File: config.mk
export PLATFORM = sky130hd
export DESIGN_NAME = evt_stamp_unit
export DESIGN_NICKNAME = d
export VERILOG_FILES = /design/src/rtl/evt_stamp_pkg.sv /design/src/rtl/evt_level_sync.sv /design/src/rtl/stamp_prescaler.sv /design/src/rtl/stamp_counters.sv /design/src/rtl/evt_poll_ctrl.sv /design/src/rtl/evt_stamp_unit.sv
export SDC_FILE = /design/constraint.sdc
export NUM_CORES = 1
export LEC_CHECK = 0
export BUFFER_PORTS_ARGS = -buffer_cell sky130_fd_sc_hd__buf_2
export CAP_MARGIN = 15
export CORE_AREA = 2 2 95 97
export CTS_CLUSTER_DIAMETER = 150
export DETAILED_ROUTE_END_ITERATION = 8
export DIE_AREA = 0 0 97 99
export PLACE_DENSITY_LB_ADDON = 0.12
export REMOVE_ABC_BUFFERS = 1
export SLEW_MARGIN = 20
export SYNTH_ARGS = -nofsm -noshare
export SYNTH_HDL_FRONTEND = slang
export SYNTH_SLANG_ARGS = --single-unit
File: constraint.sdc
create_clock -name clk -period 3 [get_ports clk]
set_input_delay 0.3 -clock clk [delete_from_list [all_inputs] [get_ports clk]]
set_output_delay 0.3 -clock clk [all_outputs]
set_load 0.005 [all_outputs]
File: src/rtl/evt_stamp_pkg.sv
// Package: shared types for the event timestamp unit.
// Assumes: nothing beyond SystemVerilog 2017.
package evt_stamp_pkg;

    // Decision taken by an enabled poll
    typedef enum logic [1:0] {
        POLL_IDLE    = 2'd0,
        POLL_CAPTURE = 2'd1,
        POLL_RELEASE = 2'd2
    } poll_act_e;

    // Classify a poll from the current and the previously recorded level
    function automatic poll_act_e classify_poll(input logic lvl_now, input logic lvl_prev);
        if (lvl_now && !lvl_prev)
            return POLL_CAPTURE;
        else if (!lvl_now && lvl_prev)
            return POLL_RELEASE;
        else
            return POLL_IDLE;
    endfunction

endpackage

File: src/rtl/evt_level_sync.sv
// Module: evt_level_sync
// Brings the asynchronous event input into the clock domain through a
// STAGES-deep flop chain, then registers the level once more. The rise
// pulse is high in the cycle before the level register goes high, so a
// counter cleared on it reads zero in the first cycle the level reads high.
// Assumes: STAGES >= 2, synchronous active-low reset.
module evt_level_sync #(
    parameter int STAGES = 2
) (
    input  logic clk,
    input  logic rst_n,
    input  logic async_i,
    output logic level_o,
    output logic rise_o
);
    localparam int TOP = STAGES - 1;

    logic [TOP:0] chain_q;
    logic         level_q;

    // Synchroniser chain, one flop per stage
    generate
        for (genvar s = 0; s < STAGES; s++) begin : g_stage
            if (s == 0) begin : g_first
                // First stage captures the raw input
                always_ff @(posedge clk) begin
                    if (!rst_n) chain_q[0] <= 1'b0;
                    else        chain_q[0] <= async_i;
                end
            end else begin : g_next
                // Later stages follow their predecessor
                always_ff @(posedge clk) begin
                    if (!rst_n) chain_q[s] <= 1'b0;
                    else        chain_q[s] <= chain_q[s-1];
                end
            end
        end
    endgenerate

    // Level register: the level seen by polls
    always_ff @(posedge clk) begin
        if (!rst_n) level_q <= 1'b0;
        else        level_q <= chain_q[TOP];
    end

    // Rise detect on the synchronised signal
    always_comb rise_o = chain_q[TOP] & ~level_q;

    assign level_o = level_q;

    // a rise is followed by a high level on the next cycle
    a_r4_rise_sets_level: assert property (@(posedge clk) disable iff (!rst_n)
        rise_o |=> level_o);

endmodule

File: src/rtl/stamp_prescaler.sv
// Module: stamp_prescaler
// Free-running DIV_W-bit counter. It emits a one-cycle tick each time it
// reaches its all-ones value, i.e. once every 2^DIV_W clocks.
// Assumes: DIV_W >= 1, synchronous active-low reset.
module stamp_prescaler #(
    parameter int DIV_W = 2
) (
    input  logic clk,
    input  logic rst_n,
    output logic tick_o
);
    localparam logic [DIV_W-1:0] LAST = '1;

    logic [DIV_W-1:0] div_q;

    // Divider count, wraps naturally
    always_ff @(posedge clk) begin
        if (!rst_n) div_q <= '0;
        else        div_q <= div_q + 1'b1;
    end

    // Tick on the terminal count
    always_comb tick_o = (div_q == LAST);

    // ticks are never back to back
    a_r2_tick_spacing: assert property (@(posedge clk) disable iff (!rst_n)
        tick_o |=> !tick_o);

endmodule

File: src/rtl/stamp_counters.sv
// Module: stamp_counters
// Two CNT_W-bit counters stepped by a shared tick: a free-running timebase
// and an elapsed counter that a restart pulse forces to zero. The restart
// takes priority over a tick in the same cycle.
// Assumes: the restart comes from synchronised logic; synchronous active-low reset.
module stamp_counters #(
    parameter int CNT_W = 16
) (
    input  logic             clk,
    input  logic             rst_n,
    input  logic             tick_i,
    input  logic             restart_i,
    output logic [CNT_W-1:0] base_o,
    output logic [CNT_W-1:0] since_o
);
    logic [CNT_W-1:0] base_q;
    logic [CNT_W-1:0] since_q;

    // Timebase: advance on each tick, wrapping modulo 2^CNT_W
    always_ff @(posedge clk) begin
        if (!rst_n)      base_q <= '0;
        else if (tick_i) base_q <= base_q + 1'b1;
    end

    // Elapsed count: restart on an edge, otherwise advance on each tick
    always_ff @(posedge clk) begin
        if (!rst_n)         since_q <= '0;
        else if (restart_i) since_q <= '0;
        else if (tick_i)    since_q <= since_q + 1'b1;
    end

    assign base_o  = base_q;
    assign since_o = since_q;

    // a tick steps the timebase by exactly one, wrapping
    a_r1_base_step: assert property (@(posedge clk) disable iff (!rst_n)
        tick_i |=> base_o == CNT_W'($past(base_o) + 1));

    // without a tick the timebase holds
    a_r2_base_hold: assert property (@(posedge clk) disable iff (!rst_n)
        !tick_i |=> $stable(base_o));

    // a restart leaves the elapsed count at zero
    a_r3_restart_zero: assert property (@(posedge clk) disable iff (!rst_n)
        restart_i |=> since_o == '0);

endmodule

File: src/rtl/evt_poll_ctrl.sv
// Module: evt_poll_ctrl
// Poll logic. On each enabled poll it compares the current event level
// with the level recorded at the previous enabled poll. On a low-to-high
// change it stores timebase minus elapsed count and pulses valid for one
// cycle. It also tracks the echo state.
// Assumes: the level and the counters are consistent in every cycle;
// synchronous active-low reset.
module evt_poll_ctrl
    import evt_stamp_pkg::*;
#(
    parameter int CNT_W = 16
) (
    input  logic             clk,
    input  logic             rst_n,
    input  logic             poll_i,
    input  logic             enable_i,
    input  logic             level_i,
    input  logic [CNT_W-1:0] base_i,
    input  logic [CNT_W-1:0] since_i,
    input  logic             invert_i,
    output logic [CNT_W-1:0] stamp_o,
    output logic             valid_o,
    output logic             echo_o
);
    logic             prev_q;
    logic [CNT_W-1:0] stamp_q;
    logic             valid_q;
    logic             echo_act_q;
    logic             poll_live;
    poll_act_e        act;

    // Decide what this cycle's poll does
    always_comb begin
        poll_live = poll_i & enable_i;
        act       = poll_live ? classify_poll(level_i, prev_q) : POLL_IDLE;
    end

    // Recorded level, updated only by enabled polls
    always_ff @(posedge clk) begin
        if (!rst_n)         prev_q <= 1'b0;
        else if (poll_live) prev_q <= level_i;
    end

    // Timestamp register and one-cycle valid pulse
    always_ff @(posedge clk) begin
        if (!rst_n) begin
            stamp_q <= '0;
            valid_q <= 1'b0;
        end else begin
            valid_q <= (act == POLL_CAPTURE);
            if (act == POLL_CAPTURE)
                stamp_q <= base_i - since_i;
        end
    end

    // Echo state: set on capture, cleared on release
    always_ff @(posedge clk) begin
        if (!rst_n)                    echo_act_q <= 1'b0;
        else if (act == POLL_CAPTURE)  echo_act_q <= 1'b1;
        else if (act == POLL_RELEASE)  echo_act_q <= 1'b0;
    end

    // Pin polarity
    always_comb echo_o = echo_act_q ^ invert_i;

    assign stamp_o = stamp_q;
    assign valid_o = valid_q;

    // a valid pulse only follows an enabled poll of a high level
    a_r5_valid_cause: assert property (@(posedge clk) disable iff (!rst_n)
        valid_o |-> $past(poll_i && enable_i && level_i));

    // two captures never come back to back
    a_r5_single_pulse: assert property (@(posedge clk) disable iff (!rst_n)
        valid_o |=> !valid_o);

    // a poll while disabled changes nothing
    a_r8_disabled_quiet: assert property (@(posedge clk) disable iff (!rst_n)
        (poll_i && !enable_i) |=> (!valid_o && $stable(stamp_o) && $stable(echo_act_q)));

    // a poll seeing a low level leaves the echo inactive and no capture
    a_r6_low_releases: assert property (@(posedge clk) disable iff (!rst_n)
        (poll_i && enable_i && !level_i) |=> (!echo_act_q && !valid_o));

endmodule

File: src/rtl/evt_stamp_unit.sv
// Module: evt_stamp_unit (top)
// Event timestamp capture: synchroniser, prescaler, counter pair and poll
// logic. The timestamp is the timebase minus the elapsed count since the
// last rising edge, in units of 2^DIV_W clocks.
// Assumes: poll_i is synchronous to clk; evt_in may be fully asynchronous.
module evt_stamp_unit #(
    parameter int CNT_W       = 16,
    parameter int DIV_W       = 2,
    parameter int SYNC_STAGES = 2
) (
    input  logic             clk,
    input  logic             rst_n,
    input  logic             evt_in,
    input  logic             evt_en_i,
    input  logic             poll_i,
    input  logic             echo_invert_i,
    output logic [CNT_W-1:0] stamp_o,
    output logic             stamp_valid_o,
    output logic             echo_o
);
    logic             level;
    logic             rise;
    logic             tick;
    logic [CNT_W-1:0] base_cnt;
    logic [CNT_W-1:0] since_cnt;

    evt_level_sync #(.STAGES(SYNC_STAGES)) u_sync (
        .clk     (clk),
        .rst_n   (rst_n),
        .async_i (evt_in),
        .level_o (level),
        .rise_o  (rise)
    );

    stamp_prescaler #(.DIV_W(DIV_W)) u_presc (
        .clk    (clk),
        .rst_n  (rst_n),
        .tick_o (tick)
    );

    stamp_counters #(.CNT_W(CNT_W)) u_cnt (
        .clk       (clk),
        .rst_n     (rst_n),
        .tick_i    (tick),
        .restart_i (rise),
        .base_o    (base_cnt),
        .since_o   (since_cnt)
    );

    evt_poll_ctrl #(.CNT_W(CNT_W)) u_poll (
        .clk      (clk),
        .rst_n    (rst_n),
        .poll_i   (poll_i),
        .enable_i (evt_en_i),
        .level_i  (level),
        .base_i   (base_cnt),
        .since_i  (since_cnt),
        .invert_i (echo_invert_i),
        .stamp_o  (stamp_o),
        .valid_o  (stamp_valid_o),
        .echo_o   (echo_o)
    );

    // a high level seen by the poll logic implies an elapsed count already restarted
    a_r3_level_consistent: assert property (@(posedge clk) disable iff (!rst_n)
        $rose(level) |-> since_cnt == '0);

endmodule

==> results.md, run 1 <==
| Result | Value |
|:---|:---|
| Outcome | finished clean |
| Die Outline Area | 9600 sq um |
| Signal arrival time at the worst endpoint | 2600 ps |
| GRT Overall Usage | 15.0% |
| Top_reg_cell synth | sky130_fd_sc_hd__dfxtp_1 |
| RSZ-0062 raised after global routing | false |
| Internal reg-to-reg setup slack | 610 ps |
| Total leakage power | 0.00132 uW |
| End point of the critical path | u_poll.stamp_o[12] |
| Max Transition Viols Final | 0 |
| Share of final-layout standard cells stronger than drive strength 1 | 10.0% |
| Count of buffers from port buffering | 23 |
| Post_cts resized | 0 |
| Crit start category | register |
| Clock latency on the worst-skew pair | 310 ps |
| Initial core utilization | 34.3% |
| Synthesis-stage register bit count | 56 |
| Crit path from | u_cnt.since_o[0] |
| Peak Freq | 418 MHz |
| Routed wire length per instance | 14.1 um |
| Count of buffers added by post-CTS timing repair for setup | 0 |
| Final min period | 2390 ps |
| Worst hold path startpoint | evt_in |
| Placed inst area | 3150 sq um |
| TritonCTS clock tree | yes |
| Antenna violations before repair | 0 |
| Power Dens Cells | 379 nW/um^2 |
| Die boundary width | 97 um |
| Largest net degree at the start of global routing | 18 |
| Core area | 8550 sq um |
| Grt ovf | 0 |
| Distinct cell type count of the synthesized netlist | 40 |
| Flip-flop and latch area | 1120 sq um |
| Share of flip-flops with an asynchronous set or reset after synthesis | 0% |
| Worst reg2reg path startpoint | u_cnt.since_o[0] |
| Capturing element type of the critical path | register |
| Slew Limit Headroom | 65.5% |
| Antenna Nets Post-Route | 0 |
| Antenna Diode Count | 0 |
| Dominant cells by area after synthesis | sky130_fd_sc_hd__dfxtp_1, sky130_fd_sc_hd__ha_1, sky130_fd_sc_hd__xnor2_1 |
| Layout Cell Area excl Fill | 3240 sq um |
| Count leader, synth | sky130_fd_sc_hd__dfxtp_1 |
| Max-cap violations | 0 |
| Ratio of routed vias to standard cells | 5.03 |
| Transition time at the pin with the least slew margin | 517 ps |
| Synth warnings | 0 |
| Proportion of synthesized chip area in sequential cells | 38.3% |
| DR iter-0 viols | 83 |
| Filler Cells Inserted | 898 |
| DRC violation count after routing | 0 |
| Highest fanout seen on the critical path | 5 |
| Endpoints failing setup | 0 |
| Worst flop-to-flop path endpoint | u_poll.stamp_o[12] |
| Total number of vias | 2400 |
| Routed Wire Length | 6.74 mm |
| CP Data Required Time | 3200 ps |
| Cell area after synthesis | 2930 sq um |
| Post-synthesis cell count | 349 |
| Number of flops mapped to enable cells by yosys | 0 |
| Num Clock Sinks | 56 |
| Hold Slack | 191 ps |
| Global placer's final weighted congestion | 0.769 |
| I/O pin count | 24 |
| Area Growth Syn to Fin | 10.4% |
| Total clock buffers created by CTS | 5 |
| Critical path class | reg2reg |
| Post-layout utilization of the core | 37.8% |
| Detailed placer's ending HPWL | 5.04 mm |
| Largest area contributor in the netlist | sky130_fd_sc_hd__dfxtp_1 |
| Overall Power | 1220 uW |
| Cell chosen for the clock root | sky130_fd_sc_hd__clkbuf_8 |
| Clock slew at reported path FFs | 100 ps |
| Multi-input combinational cell area | 1690 sq um |
| Number of hold buffers added after CTS | 0 |
| Share of Yosys cell area claimed by the top area cell type | 38.3% |
| Site Rows | 34 |
| Via count of the first global-routing pass | 2372 |
| Number of nets at the end of the flow | 394 |
| VDD IR-drop max | 0.166 mV |
| Clk buf depth | 2 |
| Mean instance size in the synthesized netlist | 8.40 sq um |
| Number of cells on the worst reg-to-reg path | 8 |
| Final hold violation count | 0 |
| Final total negative setup slack | 0 ps |
| Class of the tightest hold or removal check | in2reg |
| Htree depth | 2 |
| Period Utilization, post-route | 79.8% |
| Commonest cells in the netlist | sky130_fd_sc_hd__dfxtp_1, sky130_fd_sc_hd__nor2_1, sky130_fd_sc_hd__nand2_1, sky130_fd_sc_hd__xnor2_1, sky130_fd_sc_hd__inv_1 |
| Chip Height | 99 um |
| First-pass GRT wire length | 11.9 mm |
| Final setup skew | 9.97 ps |
| Length of the first detailed-routing pass in iterations | 4 |
worst min-delay path by stage:
stage | end | depth (start not counted)
after floorplan | u_presc.div_q[0] | 1
after global placement | u_presc.div_q[0] | 1
after detailed placement | u_presc.div_q[0] | 1
after CTS | u_sync.chain_q[0] | 2
after global routing | u_sync.chain_q[0] | 2
final | u_sync.chain_q[0] | 2
stage by stage:
| stage | worst slack, ps | instances |
|---|---|---|
| 6_report | 605 | 477 |
| 5_1_grt | 431 | 477 |
| 4_1_cts | 602 | 477 |
| 3_5_place_dp | 628 | 470 |
| 3_3_place_gp | 681 | 470 |
| 2_1_floorplan | 799 | 336 |
state kept, by name, summed over array words and instances (netlist names):
name,cells
u_sync.level_o,1
u_cnt.base_o,16
u_poll.valid_o,1
u_cnt.since_o,16
u_presc.div_q,2
u_poll.prev_q,1
u_poll.stamp_o,16
u_poll.echo_act_q,1
u_sync.chain_q,2
worst max-delay path, cell delays in order (launching register included):
cell	delay [ps]
sky130_fd_sc_hd__dfxtp_1	430
sky130_fd_sc_hd__ha_1	220
sky130_fd_sc_hd__fa_1	260
sky130_fd_sc_hd__nor2b_4	60
sky130_fd_sc_hd__o31a_1	290
sky130_fd_sc_hd__o41a_1	390
sky130_fd_sc_hd__a311oi_2	310
sky130_fd_sc_hd__xnor2_1	90
sky130_fd_sc_hd__a22o_1	240
placed cells by master, fill, tap and decap left out, drive strengths merged, types with 3 or more instances in the layout:
cell,n
dfxtp,56
nor2,51
buf,26
nand2,23
xnor2,23
inv,20
ha,18
nand3,16
xor2,14
nand4,13
a21oi,12
o21ai,12
nor3,11
and3,10
o21a,6
o211ai,6
and2,5
clkbuf,5
or3,4
a211oi,3
mux2i,3
a21o,3
o31a,3
o31ai,3
a31oi,3
nor2b,3
logic make-up after synthesis:
kind of cell	after synthesis	synth area share, %
AND/OR/NAND/NOR	140	22.8
XOR/XNOR	37	11.1
buffers and inverters	33	4.23
multiplexers	3	1.02
adder cells (fa/ha/maj)	19	8.37
AO/OA/AOI/OAI	61	14.2
flip-flops	56	38.3
final cells by class:
class | instances | share of cell area [%]
clock inverter | 2 | 0.387
sequential | 56 | 34.6
clock buffer | 5 | 2.13
multi-input combinational | 260 | 52.1
tap | 108 | 4.18
timing repair buffer | 26 | 4.25
inverter | 20 | 2.32
power by group:
part,switching [uW],leakage [uW],internal [uW]
Sequential,5.39,0.000452,751
Combinational,42.0,0.000824,28.4
Clock,239,0.0000400,159
Total,287,0.00132,938
routing by layer:
layer  vias up  routed length (um)  share of wire (%)  global-route usage [%]
met4         0                  70                1.0                    3.58
met1      1101                3490                 52                    21.5
met2        42                2960                 44                    23.6
met3         8                 225                3.3                    2.70
met5         -                   0                  0                       0
li1       1249                   -                  -                       -
Power figures use the tool's default switching activity.
==> inputs of run 2 (changes only) <==
- clock period: 3 -> 2.44 ns (I/O delays scaled with it)
==> results.md, run 2 (synthesis gave the netlist of run 1 again) <==
| Result | Value |
|:---|:---|
| Initial core utilization | 34.3% |
| Antenna Diode Count | 0 |
| Total clock buffers created by CTS | 5 |
| Crit-path cells | inv_1, ha_2, fa_2, nor2b_4, o31a_1, o41a_1, a311oi_2, xnor2_1, a22o_1 |
| Number of nets at the end of the flow | 403 |
| Critical path class | reg2reg |
| Htree depth | 2 |
| Detailed placer's ending HPWL | 5.08 mm |
| Final hold violation count | 0 |
| CP delay by family, top | compound AO/OA/AOI/OAI gates |
| First-pass GRT wire length | 11.4 mm |
| Ratio of routed vias to standard cells | 4.98 |
| Class of the tightest hold or removal check | in2reg |
| Highest-count cells in the layout ignoring fill and taps | sky130_fd_sc_hd__dfxtp_1, sky130_fd_sc_hd__nor2_1, sky130_fd_sc_hd__nand2_1, sky130_fd_sc_hd__xnor2_1, sky130_fd_sc_hd__buf_2 |
| Internal reg-to-reg setup slack | 170 ps |
| Clk buf depth | 2 |
| Delay of the slowest cell on the worst path | 430 ps |
| DRC violation count after routing | 0 |
| Number of instances in the placed design | 477 |
| Site Rows | 34 |
| Signal arrival time at the worst endpoint | 2490 ps |
| Clock latency on the worst-skew pair | 310 ps |
| Global placer's final weighted congestion | 0.816 |
| Cell with the largest stage delay on the worst path | sky130_fd_sc_hd__o41a_1 |
| Num Clock Sinks | 56 |
| CP Data Required Time | 2650 ps |
| Peak Freq | 440 MHz |
| Final min period | 2270 ps |
| Total number of vias | 2418 |
| Crit start category | register |
| Grt ovf | 0 |
| Core area | 8550 sq um |
| GRT Overall Usage | 14.3% |
| Routed wire length per instance | 13.8 um |
| Area Growth Syn to Fin | 13.9% |
| Routed Wire Length | 6.70 mm |
| Combined buffer and inverter count along the critical path | 1 |
| Largest net degree at the start of global routing | 18 |
| Period Utilization, post-route | 93.2% |
| Worst reg2reg path startpoint | u_cnt.base_o[0] |
| Capturing element type of the critical path | register |
| Filler Cells Inserted | 897 |
| RSZ-0062 raised after global routing | false |
| Max-cap violations | 0 |
| Overall Power | 1580 uW |
| Count of buffers from port buffering | 23 |
| Slew Limit Headroom | 76.2% |
| Outcome | finished clean |
| Via count of the first global-routing pass | 2317 |
| Chip Height | 99 um |
| VDD IR-drop max | 0.235 mV |
| Worst setup timing slack at the placement stage | 154 ps |
| I/O pin count | 24 |
| Post-layout utilization of the core | 39.0% |
| Crit path from | u_cnt.base_o[0] |
| Highest fanout seen on the critical path | 5 |
| Leading cell type in the layout, fill and taps excluded | sky130_fd_sc_hd__dfxtp_1 |
| Antenna violations before repair | 0 |
| Worst hold path startpoint | evt_in |
| Final cell count without fillers | 486 |
| Antenna Nets Post-Route | 0 |
| Endpoints failing setup | 0 |
| TritonCTS clock tree | yes |
| Share of final-layout standard cells stronger than drive strength 1 | 13.2% |
| Cell chosen for the clock root | sky130_fd_sc_hd__clkbuf_8 |
| Die boundary width | 97 um |
| Length of the first detailed-routing pass in iterations | 4 |
| Final total negative setup slack | 0 ps |
| Total leakage power | 0.00137 uW |
| Number of hold buffers added after CTS | 0 |
| Post-route setup slack | 166 ps |
| Power Dens Cells | 474 nW/um^2 |
| Max Transition Viols Final | 0 |
| Die Outline Area | 9600 sq um |
| DR iter-0 viols | 96 |
| Clock slew at reported path FFs | 100 ps |
| Final setup skew | 10.8 ps |
| Transition time at the pin with the least slew margin | 354 ps |
run 2: cell types whose count changed in the layout (fill, tap and decap cells not counted):
cell                         delta
sky130_fd_sc_hd__buf_4          +9
sky130_fd_sc_hd__clkbuf_8       +2
sky130_fd_sc_hd__clkinv_2       -1
sky130_fd_sc_hd__clkinvlp_4     -1
sky130_fd_sc_hd__dfxtp_1        -1
sky130_fd_sc_hd__dfxtp_2        +1
sky130_fd_sc_hd__fa_1           -1
sky130_fd_sc_hd__fa_2           +1
sky130_fd_sc_hd__ha_1           -2
sky130_fd_sc_hd__ha_2           +1
sky130_fd_sc_hd__ha_4           +1
run 2: what timing repair did:
action                     CTS  global route
gates resized for setup      0             4
setup endpoints to repair    0             1
setup buffers                0             2
run 2: worst paths after layout:
kind                                           end  cells after the start
worst max-delay path            u_poll.stamp_o[12]                      9
worst max register to register  u_poll.stamp_o[12]                      9
worst min register to register    u_presc.div_q[0]                      1
worst min-delay path             u_sync.chain_q[0]                      2
run 2: worst register-to-register path, delay by kind of cell (launching register included):
kind	cells	cell delay, ps
compound gates	4	1190
fa+ha+maj	2	430
flops	1	360
xor+xnor	1	90
buf+inv	1	60
simple gates	1	50
run 2: power by group:
| group | internal [uW] | total [uW] | switching [uW] |
|---|---|---|---|
| Combinational | 43.2 | 97.0 | 53.8 |
| Sequential | 923 | 929 | 5.71 |
| Clock | 254 | 556 | 302 |
run 2: routing by layer:
metal  part of all wire [%]  vias to the layer above  GRT usage, %
li1                       -                     1262             -
met1                     54                     1120          20.5
met2                     43                       31          22.5
met3                    2.4                        5          2.27
met4                   0.94                        0          3.58
met5                      0                        -             0
run 2: stage by stage:
step | cell area (sq um) | hold slack (ps)
floorplan | 2880 | 366
finish | 3340 | 141
global route | 3340 | 150
CTS | 3300 | 131
global placement | 3210 | 410
detailed placement | 3210 | 418
run 2: cell type report:
type	count	area (sq um)	area share [%]
Sequential cell	56	1120	33.6
Clock buffer	7	96.3	2.89
Timing Repair Buffer	35	205	6.15
Inverter	20	75.1	2.25
Tap cell	108	135	4.05
Multi-Input combinational cell	260	1700	51.0
==> inputs of run 3 (changes only) <==
- ABC_AREA: not set -> 1
- CORE_AREA: 2 2 95 97 -> 2 2 101 103
- DIE_AREA: 0 0 97 99 -> 0 0 103 105
==> results.md, run 3 <==
| Result | Value |
|:---|:---|
| Commonest cells in the netlist | sky130_fd_sc_hd__nand2_1, sky130_fd_sc_hd__inv_1, sky130_fd_sc_hd__dfxtp_1 |
| Highest-count cells in the layout ignoring fill and taps | sky130_fd_sc_hd__nand2_1, sky130_fd_sc_hd__inv_1, sky130_fd_sc_hd__dfxtp_1 |
| Routed Wire Length | 7.25 mm |
| Initial core utilization | 34.3% |
| Final hold violation count | 0 |
| Critical path class | reg2reg |
| Cell chosen for the clock root | sky130_fd_sc_hd__clkbuf_8 |
| VDD IR-drop max | 0.325 mV |
| Period Utilization, post-route | 78.2% |
| Area Growth Syn to Fin | 11.2% |
| Power Dens Cells | 449 nW/um^2 |
| Outcome | finished clean |
| Chip Height | 105 um |
| Num Clock Sinks | 56 |
| Number of cells on the worst reg-to-reg path | 11 |
| Final min period | 1910 ps |
| Synthesis-stage register bit count | 56 |
| Number of cells on the critical path | 11 |
| Peak Freq | 524 MHz |
| Share of Yosys cell area claimed by the top area cell type | 33.9% |
| Crit start category | register |
| Leading cell type in the layout, fill and taps excluded | sky130_fd_sc_hd__nand2_1 |
| DR iter-0 viols | 83 |
| Routed wire length per instance | 10.9 um |
| Cell repeated most along the worst path | sky130_fd_sc_hd__inv_1 |
| Max-cap violations | 0 |
| Transition time at the pin with the least slew margin | 438 ps |
| Distinct cell type count of the synthesized netlist | 33 |
| Detailed placer's ending HPWL | 5.65 mm |
| GRT Overall Usage | 14.5% |
| Filler Cells Inserted | 1060 |
| Proportion of synthesized chip area in sequential cells | 33.9% |
| Count of buffers added by post-CTS timing repair for setup | 0 |
| Grt ovf | 0 |
| Total clock buffers created by CTS | 5 |
| Dominant cells by area after synthesis | sky130_fd_sc_hd__dfxtp_1, sky130_fd_sc_hd__nand2_1, sky130_fd_sc_hd__inv_1 |
| Clock slew at reported path FFs | 100 ps |
| Number of hold buffers added after CTS | 0 |
| Synth warnings | 0 |
| Placed inst area | 3570 sq um |
| First-pass GRT wire length | 12.4 mm |
| Number of nets at the end of the flow | 559 |
| TritonCTS clock tree | yes |
| Mean instance size in the synthesized netlist | 6.49 sq um |
| Largest net degree at the start of global routing | 32 |
| Via count of the first global-routing pass | 2808 |
| Die Outline Area | 10800 sq um |
| Clk buf depth | 2 |
| Signal arrival time at the worst endpoint | 2120 ps |
| Antenna Diode Count | 0 |
| Count leader, synth | sky130_fd_sc_hd__nand2_1 |
| RSZ-0062 raised after global routing | false |
| Layout Cell Area excl Fill | 3680 sq um |
| Site Rows | 36 |
| Internal reg-to-reg setup slack | 530 ps |
| Hold-critical path depth | 3 |
| Length of the first detailed-routing pass in iterations | 6 |
| Crit-path cells | inv_1, ha_1, fa_1, inv_1, nand3_1, nand3_1, a21oi_1, nand2_1, nand2_1, o21ai_0, inv_1 |
| Highest fanout seen on the critical path | 4 |
| Class of the tightest hold or removal check | in2reg |
| Core area | 9640 sq um |
| Post_cts resized | 0 |
| Combined buffer and inverter count along the critical path | 3 |
| CP Data Required Time | 2650 ps |
| Ratio of routed vias to standard cells | 4.49 |
| Delay of the slowest cell on the worst path | 410 ps |
| CP delay by family, top | adder cells |
| Worst setup timing slack at the placement stage | 566 ps |
| Total number of vias | 2999 |
| Cell area after synthesis | 3310 sq um |
| Die boundary width | 103 um |
| Share of final-layout standard cells stronger than drive strength 1 | 10.1% |
| Htree depth | 2 |
| Endpoints failing setup | 0 |
| Top_reg_cell synth | sky130_fd_sc_hd__dfxtp_1 |
| Antenna violations before repair | 0 |
| Cell with the largest stage delay on the worst path | sky130_fd_sc_hd__fa_1 |
| Max Transition Viols Final | 0 |
| Final total negative setup slack | 0 ps |
| Clock latency on the worst-skew pair | 310 ps |
| Count of buffers from port buffering | 23 |
| Total leakage power | 0.00177 uW |
| DRC violation count after routing | 0 |
| Antenna Nets Post-Route | 0 |
| Post-synthesis cell count | 510 |
| Share of flip-flops with an asynchronous set or reset after synthesis | 0% |
| I/O pin count | 24 |
| Number of flops mapped to enable cells by yosys | 0 |
| Largest area contributor in the netlist | sky130_fd_sc_hd__dfxtp_1 |
| Final setup skew | 13.6 ps |
| Overall Power | 1650 uW |
| Post-route setup slack | 532 ps |
| Global placer's final weighted congestion | 0.888 |
| Capturing element type of the critical path | register |
| Slew Limit Headroom | 70.6% |
[run 3: worst paths after layout]
check,from,endpoint
max,u_cnt.base_o[0],u_poll.stamp_o[8]
min,evt_in,u_sync.chain_q[0]
max reg2reg,u_cnt.base_o[0],u_poll.stamp_o[8]
min reg2reg,u_presc.div_q[0],u_presc.div_q[0]
[run 3: cell type report]
cell class / instances / area, sq um / area share, %
Tap cell: 133 / 166 / 4.53
Multi-Input combinational cell: 345 / 1770 / 48.2
Clock buffer: 6 / 72.6 / 1.97
Inverter: 101 / 379 / 10.3
Clock inverter: 2 / 35.0 / 0.953
Timing Repair Buffer: 25 / 130 / 3.54
Sequential cell: 56 / 1120 / 30.5
[run 3: per-stage QoR]
step                      cells  hold slack [ps]  util, %
final                       668              107     38.1
after global routing        668             92.4     38.1
after detailed placement    660              411     37.0
after global placement      660              402     37.0
after CTS                   668             95.1     38.1
after floorplan             502              337        -
[run 3: report_power, final]
part | internal (uW) | switching (uW) | total, uW
registers | 925 | 7.34 | 932
clock network | 306 | 311 | 616
logic | 36.6 | 66.3 | 103
total | 1270 | 384 | 1650
[run 3: cell families after synthesis]
| family | share of synthesized area [%] |
|---|---|
| flops | 33.9 |
| compound gates | 11.2 |
| simple gates | 33.3 |
| buf+inv | 12.6 |
| xor+xnor | 1.59 |
| fa+ha+maj | 7.41 |
[run 3: worst register-to-register path, cell delays in order (launching register included)]
cell                      delay (ps)
sky130_fd_sc_hd__dfxtp_1         390
sky130_fd_sc_hd__inv_1            80
sky130_fd_sc_hd__ha_1            230
sky130_fd_sc_hd__fa_1            410
sky130_fd_sc_hd__inv_1            90
sky130_fd_sc_hd__nand3_1          60
sky130_fd_sc_hd__nand3_1         140
sky130_fd_sc_hd__a21oi_1         100
sky130_fd_sc_hd__nand2_1          70
sky130_fd_sc_hd__nand2_1          40
sky130_fd_sc_hd__o21ai_0         150
sky130_fd_sc_hd__inv_1            50
[run 3: routing by layer]
metal  share of wire (%)  GRT usage (%)  vias up
met3                 2.9           2.61        4
met1                  51           18.4     1315
li1                    -              -     1642
met4                 1.0           4.70        0
met5                   0              0        -
met2                  45           24.4       38
